## config.mk

```make
export PLATFORM = sky130hd
export DESIGN_NAME = pkt_tx_seq
export DESIGN_NICKNAME = d
export VERILOG_FILES = /design/src/rtl/pkt_tx_pkg.sv /design/src/rtl/attn_sync.sv /design/src/rtl/guard_timer.sv /design/src/rtl/byte_ctr.sv /design/src/rtl/pkt_tx_seq.sv
export SDC_FILE = /design/constraint.sdc
export NUM_CORES = 1
export LEC_CHECK = 0
export CAP_MARGIN = 20
export CELL_PAD_IN_SITES_DETAIL_PLACEMENT = 1
export CELL_PAD_IN_SITES_GLOBAL_PLACEMENT = 2
export CORE_UTILIZATION = 35
export DETAILED_ROUTE_END_ITERATION = 7
export GPL_ROUTABILITY_DRIVEN = 0
export PLACE_DENSITY_LB_ADDON = 0.1
export SKIP_LAST_GASP = 1
export SLEW_MARGIN = 15
export SYNTH_ARGS = -nofsm -noshare
export SYNTH_HDL_FRONTEND = slang
export SYNTH_SLANG_ARGS = --single-unit
```

## constraint.sdc

```tcl
create_clock -name clk_i -period 4.7 [get_ports clk_i]
set_input_delay 0.47 -clock clk_i [delete_from_list [all_inputs] [get_ports clk_i]]
set_output_delay 0.47 -clock clk_i [all_outputs]
set_load 0.05 [all_outputs]
```

## src/rtl/pkt_tx_pkg.sv

```systemverilog
package pkt_tx_pkg;

  typedef enum logic [1:0] {
    TX_OK   = 2'b00,
    TX_BUSY = 2'b01,
    TX_COLL = 2'b10
  } tx_status_e;

  typedef enum logic [1:0] {
    S_IDLE,
    S_GUARD,
    S_SEND,
    S_WAIT
  } seq_state_e;

  // offset of the length field and the bytes it does not count
  localparam int unsigned LEN_OFFSET = 1;
  localparam int unsigned HDR_EXTRA  = 3;
  localparam int unsigned GUARD_BITS = 2;

endpackage

```

## src/rtl/attn_sync.sv

```systemverilog
module attn_sync #(
  parameter int unsigned STAGES = 2
) (
  input  logic clk_i,
  input  logic rst_ni,
  input  logic d_i,
  output logic q_o
);
  logic [STAGES-1:0] q;

  // reset to released (high) bus level
  generate
    for (genvar i = 0; i < STAGES; i++) begin : g_stage
      if (i == 0) begin : g_first
        always_ff @(posedge clk_i or negedge rst_ni) begin
          if (!rst_ni) q[i] <= 1'b1;
          else         q[i] <= d_i;
        end
      end else begin : g_next
        always_ff @(posedge clk_i or negedge rst_ni) begin
          if (!rst_ni) q[i] <= 1'b1;
          else         q[i] <= q[i-1];
        end
      end
    end
  endgenerate

  assign q_o = q[STAGES-1];
endmodule

```

## src/rtl/guard_timer.sv

```systemverilog
module guard_timer #(
  parameter int unsigned W = 17
) (
  input  logic         clk_i,
  input  logic         rst_ni,
  input  logic         load_i,
  input  logic [W-1:0] load_val_i,
  output logic         zero_o
);
  logic [W-1:0] cnt_q;

  always_ff @(posedge clk_i or negedge rst_ni) begin
    if (!rst_ni)            cnt_q <= '0;
    else if (load_i)        cnt_q <= load_val_i;
    else if (cnt_q != '0)   cnt_q <= cnt_q - W'(1);
  end

  assign zero_o = (cnt_q == '0);
endmodule

```

## src/rtl/byte_ctr.sv

```systemverilog
module byte_ctr #(
  parameter int unsigned AW    = 9,
  parameter int unsigned EXTRA = 3
) (
  input  logic          clk_i,
  input  logic          rst_ni,
  input  logic          len_ld_i,
  input  logic [7:0]    len_i,
  input  logic          inc_i,
  output logic [AW-1:0] idx_o,
  output logic          last_o
);
  logic [AW-1:0] idx_q;
  logic [AW-1:0] total_q;

  always_ff @(posedge clk_i or negedge rst_ni) begin
    if (!rst_ni) begin
      idx_q   <= '0;
      total_q <= AW'(EXTRA);
    end else if (len_ld_i) begin
      idx_q   <= '0;
      total_q <= AW'(len_i) + AW'(EXTRA);
    end else if (inc_i) begin
      idx_q   <= idx_q + AW'(1);
    end
  end

  assign idx_o  = idx_q;
  assign last_o = (idx_q == total_q - AW'(1));
endmodule

```

## src/rtl/pkt_tx_seq.sv

```systemverilog
module pkt_tx_seq
  import pkt_tx_pkg::*;
#(
  parameter int unsigned CNT_W       = 16,
  parameter int unsigned ADDR_W      = 9,
  parameter int unsigned SYNC_STAGES = 2
) (
  input  logic              clk_i,
  input  logic              rst_ni,
  input  logic              start_i,
  input  logic [CNT_W-1:0]  bit_time_i,
  input  logic              attn_i,
  output logic              attn_drive_o,
  output logic [ADDR_W-1:0] rd_addr_o,
  input  logic [7:0]        rd_data_i,
  output logic              tx_start_o,
  output logic [7:0]        tx_byte_o,
  input  logic              tx_done_i,
  input  logic              tx_coll_i,
  output logic              done_o,
  output logic [1:0]        status_o
);
  localparam int unsigned GW = CNT_W + 1;

  seq_state_e    state_q;
  tx_status_e    status_q;
  logic          drive_q;
  logic          done_q;
  logic          attn_s;
  logic          tmr_load;
  logic          tmr_zero;
  logic [CNT_W-1:0] bit_eff;
  logic [GW-1:0] guard_val;
  logic          len_ld;
  logic          ctr_inc;
  logic          last_byte;
  logic [ADDR_W-1:0] idx;

  attn_sync #(.STAGES(SYNC_STAGES)) u_sync (
    .clk_i (clk_i),
    .rst_ni(rst_ni),
    .d_i   (attn_i),
    .q_o   (attn_s)
  );

  assign bit_eff   = (bit_time_i == '0) ? CNT_W'(1) : bit_time_i;
  assign guard_val = GW'(GUARD_BITS) * GW'(bit_eff) - GW'(1);
  assign tmr_load  = (state_q == S_IDLE) && start_i && attn_s;

  guard_timer #(.W(GW)) u_guard (
    .clk_i     (clk_i),
    .rst_ni    (rst_ni),
    .load_i    (tmr_load),
    .load_val_i(guard_val),
    .zero_o    (tmr_zero)
  );

  assign len_ld  = (state_q == S_GUARD) && tmr_zero;
  assign ctr_inc = (state_q == S_WAIT) && tx_done_i && !tx_coll_i && !last_byte;

  byte_ctr #(.AW(ADDR_W), .EXTRA(HDR_EXTRA)) u_ctr (
    .clk_i   (clk_i),
    .rst_ni  (rst_ni),
    .len_ld_i(len_ld),
    .len_i   (rd_data_i),
    .inc_i   (ctr_inc),
    .idx_o   (idx),
    .last_o  (last_byte)
  );

  always_ff @(posedge clk_i or negedge rst_ni) begin
    if (!rst_ni) begin
      state_q  <= S_IDLE;
      status_q <= TX_OK;
      drive_q  <= 1'b0;
      done_q   <= 1'b0;
    end else begin
      done_q <= 1'b0;
      unique case (state_q)
        S_IDLE: begin
          if (start_i) begin
            if (!attn_s) begin
              done_q   <= 1'b1;
              status_q <= TX_BUSY;
            end else begin
              drive_q <= 1'b1;
              state_q <= S_GUARD;
            end
          end
        end
        S_GUARD: if (tmr_zero) state_q <= S_SEND;
        S_SEND:  state_q <= S_WAIT;
        S_WAIT: begin
          if (tx_done_i) begin
            if (tx_coll_i) begin
              done_q   <= 1'b1;
              status_q <= TX_COLL;
              drive_q  <= 1'b0;
              state_q  <= S_IDLE;
            end else if (last_byte) begin
              done_q   <= 1'b1;
              status_q <= TX_OK;
              drive_q  <= 1'b0;
              state_q  <= S_IDLE;
            end else begin
              state_q <= S_SEND;
            end
          end
        end
        default: state_q <= S_IDLE;
      endcase
    end
  end

  assign rd_addr_o    = (state_q == S_GUARD) ? ADDR_W'(LEN_OFFSET) : idx;
  assign tx_start_o   = (state_q == S_SEND);
  assign tx_byte_o    = rd_data_i;
  assign attn_drive_o = drive_q;
  assign done_o       = done_q;
  assign status_o     = status_q;
endmodule

```

# Word-level counts from Yosys, hierarchy flattened

Cells that the tools add are included.

Bits in registers: 43
Input bits: 30
Output and inout port bits: 22
Word-level logic and storage cells: 73

$add $sub $neg: 5
Equality and inequality tests: 10
Mux-type cells: 31
Reductions and logical operators: 18

Operator list:

| kind                                                | number |
|---|---|
| two-way mux 17 bit                                  | 2 |
| subtractor 17 x 1 -> 17 bit, second input constant  | 2 |
| two-way mux 9 bit                                   | 3 |
| two-way mux 2 bit                                   | 11 |
| zero test 17 bit                                    | 1 |
| nonzero test 17 bit                                 | 1 |
| zero test 16 bit                                    | 1 |
| two-way mux 16 bit                                  | 1 |
| two-way mux 1 bit                                   | 10 |
| AND reduction 5 bit                                 | 2 |
| adder 8 x 2 -> 9 bit, second input constant         | 1 |
| adder 9 x 1 -> 9 bit, second input constant         | 1 |
| equality test 9 bit                                 | 1 |
| subtractor 9 x 1 -> 9 bit, second input constant    | 1 |
| inequality test 2 bit, second input constant        | 4 |
| one-hot mux 2 bit (4 select lines)                  | 1 |
| logical AND 1 bit                                   | 6 |
| nonzero test 2 bit                                  | 3 |
| equality test 2 bit, second input constant          | 2 |
| one-hot mux 1 bit (2 select lines)                  | 2 |
| one-hot mux 2 bit (2 select lines)                  | 1 |
| AND reduction 4 bit                                 | 1 |
| inequality test 3 bit, second input constant        | 1 |
| equality test 2 x 1 -> 1 bit, second input constant | 1 |
| other kinds (3)                                     | 4 |

# Longest topological paths before layout

Depth in word-level cells: 6
Mapped depth: 11
Mapped depth without buffers: 11

# Hierarchy

A second synthesis with hierarchy kept.

Cell total of the unflattened synthesis: 351
Area total of the unflattened synthesis: 3067.9 sq um

By module, submodules not included:

| module      | times used | cells each | area each (sq um) | sequential area each (sq um) |
|---|---|---|---|---|
| byte_ctr    | 1          | 129        | 1149.9            | 452.9 |
| guard_timer | 1          | 109        | 1033.5            | 425.4 |
| pkt_tx_seq  | 1          | 111        | 832.0             | 150.1 |
| attn_sync   | 1          | 2          | 52.6              | 52.6 |

# Worst setup path after synthesis

OpenSTA, ideal clock, no wires.

Path type: register to register
Start: register u_ctr.total_q[0]
End: register drive_q (netlist: attn_drive_o)
Library setup time: 0.132 ns
Data arrival time: 2.379 ns
Data required time: 4.568 ns
Setup slack: 2.189 ns
Stages on the path, launching flop included: 12
Buffers on the path: 2
Period minus slack after synthesis: 2.511 ns
Cell sequence: dfstp_2 -> buf_6 -> inv_1 -> ha_1 -> or3b_2 -> nor4b_1 -> o21bai_1 -> a221oi_2 -> a21oi_2 -> buf_6 -> o31ai_2 -> o31ai_1

Cells in the longest elaborated chain, start to end: 4

RTL lines:

| element                                | line             | text |
|---|---|---|
| from (decl)                            | byte_ctr.sv:14   | `logic [AW-1:0] total_q;` |
| from (signal assigned)                 | byte_ctr.sv:19   | `total_q <= AW'(EXTRA);` |
| from (signal assigned)                 | byte_ctr.sv:22   | `total_q <= AW'(len_i) + AW'(EXTRA);` |
| subtractor 9 x 1 -> 9 bit              | byte_ctr.sv:29   | `assign last_o = (idx_q == total_q - AW'(1));` |
| equality test 9 bit                    | byte_ctr.sv:29   |  |
| inequality test 3 bit (no source line) | --               |  |
| AND reduction 5 bit (no source line)   | --               |  |
| to (signal assigned)                   | pkt_tx_seq.sv:75 | `drive_q <= 1'b0;` |
| to (signal assigned)                   | pkt_tx_seq.sv:86 | `drive_q <= 1'b1;` |
| to (signal assigned)                   | pkt_tx_seq.sv:98 | `drive_q <= 1'b0;` |
| to (decl)                              | pkt_tx_seq.sv:27 | `logic drive_q;` |

Every way passes these cells.
A chain may end at the register's enable or synchronous reset.

# Worst setup path in the final report

Start: register u_ctr.total_q[0]
End: register u_ctr.idx_q[7] (netlist: u_ctr.idx_o[7])

Cells in the longest elaborated chain, start to end: 5

RTL lines:

| element                             | line             | text |
|---|---|---|
| subtractor 9 x 1 -> 9 bit           | byte_ctr.sv:29   |  |
| equality test 9 bit                 | byte_ctr.sv:29   |  |
| zero test 1 bit                     | pkt_tx_seq.sv:59 | `assign ctr_inc = (state_q == S_WAIT) && tx_done_i && !tx_coll_i && !last_byte;` |
| logical AND 1 bit                   | pkt_tx_seq.sv:59 |  |
| nonzero test 2 bit (no source line) | --               |  |
| to (signal assigned)                | byte_ctr.sv:24   | `idx_q <= idx_q + AW'(1);` |
| to (decl)                           | byte_ctr.sv:13   | `logic [AW-1:0] idx_q;` |

Every way passes these cells.

==> results.md <==
* # rows at 33
* Global-route wire length before repair at approximately 13000 um
* H-tree depth at 2
* Worst-Skew Late Latency at 0.30 ns
* Seq/Total Area, Yosys at a little over a third
* Post-synth top cells: dfrtp_1 (39), nand2_1 (38), o21ai_0 (26)
* Part of the cycle the worst path needs at about two thirds
* Sequential Area at approximately 0.0011 mm^2
* Max Buffers Root-to-Sink at 2
* Cell Count, Final, Fillers Out at around 500
* Total CTS buffers at 5
* Fillers at 1001
* Hold-fix buffers, CTS at 0
* Synth warn at 0
* Status: finished clean
* Final Hold Fails at 0
* RSZ-0062 raised after global routing: no
* Largest area contributor in the netlist: dfrtp_1
* Critical Path RT at just under 5 ns
* Post-CTS Setup Inserts at 0
* Clock-pin slew on the worst setup and hold paths at about 0.09 ns
* DP HPWL at roughly 5700 um
* Antenna diodes at 0
* I/O pins at 52
* Layout cells sized above 1 at 7.12%
* Root Buffer: clkbuf_8
* Wire per inst at roughly 15 um
* Dpl cells at roughly 490
* Top area cells in the synthesized netlist: dfrtp_1 (32%), xnor2_1 (5.5%), xor2_1 (4.9%)
* Critical Path Most Common Cell: o21a_1
* Endpoint class of the critical path: flop
* CTS Sinks at 43
* TritonCTS clock tree: built
* Static power due to leakage at between 1.5 and 2 nW
* Die area at 0.00906 mm^2
* CTS resizes at 0
* Antenna violations before repair at 0
* Mean Syn Cell Area at between 8 and 9 um^2
* Async SR Flop Fraction at 100%
* Sum Neg Setup Slack at 0 ns
* Worst hold path type: in2async
* Dpl ws at 1.47 ns
* Post-synthesis instance total at roughly 350
* Peak VDD IR at approximately 180 uV
* Via count at ~2600
* CP cell instances: inv_1 > ha_1 > and3b_1 > o21a_1 > o311ai_0 > a221oi_2 > a21oi_2 > a41oi_1 > o21a_1
* Wirelength, routed at around 7700 um
* Placed Area at roughly 0.0036 mm^2
* P&R area growth vs syn at 22.0%
* CP max stage delay at a little over 0.6 ns
* Final total power at 1.98 mW
* Layout Utilization at roughly 45%
* Fmax at about 0.33 GHz
* Max Slew Vio Count at 0
* Number of enable flip-flop cells after synthesis at 0
* Worst slew margin at between 30% and 40%
* Die Wd at 95.2 um
* Synth cell types at 59
* Critical path arrival at ~3.3 ns
* Number of global-route vias before repair at roughly 2700
* Gr ovfl total at 0
* Worst Setup Path Type: reg2reg
* Initial DRC Count at between 80 and 90
* Post-synth net total at 390
* DRC Markers at 0
* Endpoints failing setup at 0
* Die height at about 95 um
* Core ar. at between 0.008 and 0.009 mm^2
* Final min period at 3.06 ns
* Largest net degree at the start of global routing at between 40 and 50
* Post-synthesis sequential element count at 43
* Port bufs at around 50
* Fin worst setup slack at between 1.5 and 2 ns
* Post-route ant nets at 0
* First drt pass iteration count at 4
* DR vias/cell at roughly 5.3
* Nets@finish at roughly 430
* PwrDens at between 500 and 600 mW/mm^2
* CP max stage cell: dfstp_2
* Aggregate global-route resource usage at about a fifth
* Cell Area, Synth at approximately 0.0030 mm^2
* Design Area, Final at approximately 0.0037 mm^2
* Worst-Margin Slew at 0.985 ns
* R2R setup slack at roughly 1.6 ns
* Crit start category: flop
* Fin Clk Skew at 0.00959 ns
* Multi-input gate area at around 0.0018 mm^2
* Post-synth top area share at 32.1%
* Most frequent cell after synthesis: dfrtp_1
* WHS at ~0.32 ns
* Synth Flop Type: dfrtp_1
* Critical path peak fanout at 13
* Number of max-cap violations at 0
* Initial Utilization at between 30% and 40%
where the power goes:
| part | leakage, nW | internal (mW) | switching [mW] |
|---|---|---|---|
| sequential | 0.475 | 0.500 | 0.153 |
| clock | 0.0654 | 0.213 | 0.141 |
| combinational | 0.996 | 0.391 | 0.580 |
| total | 1.54 | 1.10 | 0.874 |
final cells by class:
type	instances	area share, %
Sequential cell	43	29.1
Clock buffer	6	1.96
Multi-Input combinational cell	276	48.3
Inverter	13	1.32
Tap cell	105	3.54
Clock inverter	2	1.62
Timing Repair Buffer	53	14.1
worst max-delay path, delay by kind of cell (launching register included):
| family | cells | cell delay [ns] |
|---|---|---|
| compound gates | 6 | 1.79 |
| fa+ha+maj | 1 | 0.29 |
| buf+inv | 1 | 0.06 |
| flops | 1 | 0.62 |
| simple gates | 1 | 0.22 |
cells by family after synthesis:
family                   after synthesis  share of synthesized area [%]
XOR/XNOR                              36                           10.4
AND/OR/NAND/NOR                      154                           28.1
multiplexers                           6                           1.98
AO/OA/AOI/OAI                         71                           14.7
buffers and inverters                 32                           5.51
flip-flops                            43                           35.6
adder cells (fa/ha/maj)                9                           3.70
placed cells by master, fill, tap and decap left out, types with 4 or more instances in the layout:
cell / Yosys / layout
clkdlybuf4s50_1: 0 / 50
dfrtp_1: 39 / 39
nand2_1: 38 / 38
o21ai_0: 26 / 26
nor2_1: 23 / 23
xnor2_1: 19 / 19
xor2_1: 17 / 17
nand3_1: 16 / 16
inv_1: 13 / 13
nor2b_1: 13 / 13
a21oi_1: 13 / 13
nor3_1: 11 / 11
ha_1: 9 / 9
o22ai_1: 6 / 6
mux2i_1: 6 / 6
nand2b_1: 6 / 6
and3_1: 6 / 6
nor4_1: 5 / 5
clkbuf_8: 0 / 5
nor3b_1: 4 / 4
or3_1: 4 / 4
dfstp_2: 4 / 4
routing by layer:
metal	track usage, %	wire length (um)	up-vias
met5	0	0	-
met4	5.93	130	0
met3	2.47	192	8
met2	30.3	3460	54
met1	25.8	3930	1259
li1	-	-	1312
final timing paths:
path                                               from                           end  depth (start not counted)
setup / recovery           u_ctr.total_q[0]$_DFFE_PN1P_    u_ctr.idx_o[7]$_DFFE_PN0P_                          9
hold / removal                                   rst_ni              done_o$_DFF_PN0_                          1
setup reg to reg           u_ctr.total_q[0]$_DFFE_PN1P_    u_ctr.idx_o[7]$_DFFE_PN0P_                          9
hold reg to reg                   u_sync.q[0]$_DFF_PN1_          u_sync.q_o$_DFF_PN1_                          0
max in group asynchronous                        rst_ni  u_ctr.total_q[4]$_DFFE_PN0P_                          1
min in group clk_i                u_sync.q[0]$_DFF_PN1_          u_sync.q_o$_DFF_PN1_                          0
state kept, by name, indices dropped and copies added (netlist names):
signal,count
status_o,2
u_sync.q,1
u_ctr.idx_o,9
attn_drive_o,1
u_ctr.total_q,9
state_q,2
u_guard.cnt_q,17
u_sync.q_o,1
done_o,1
(Power assumes the default switching activity.)
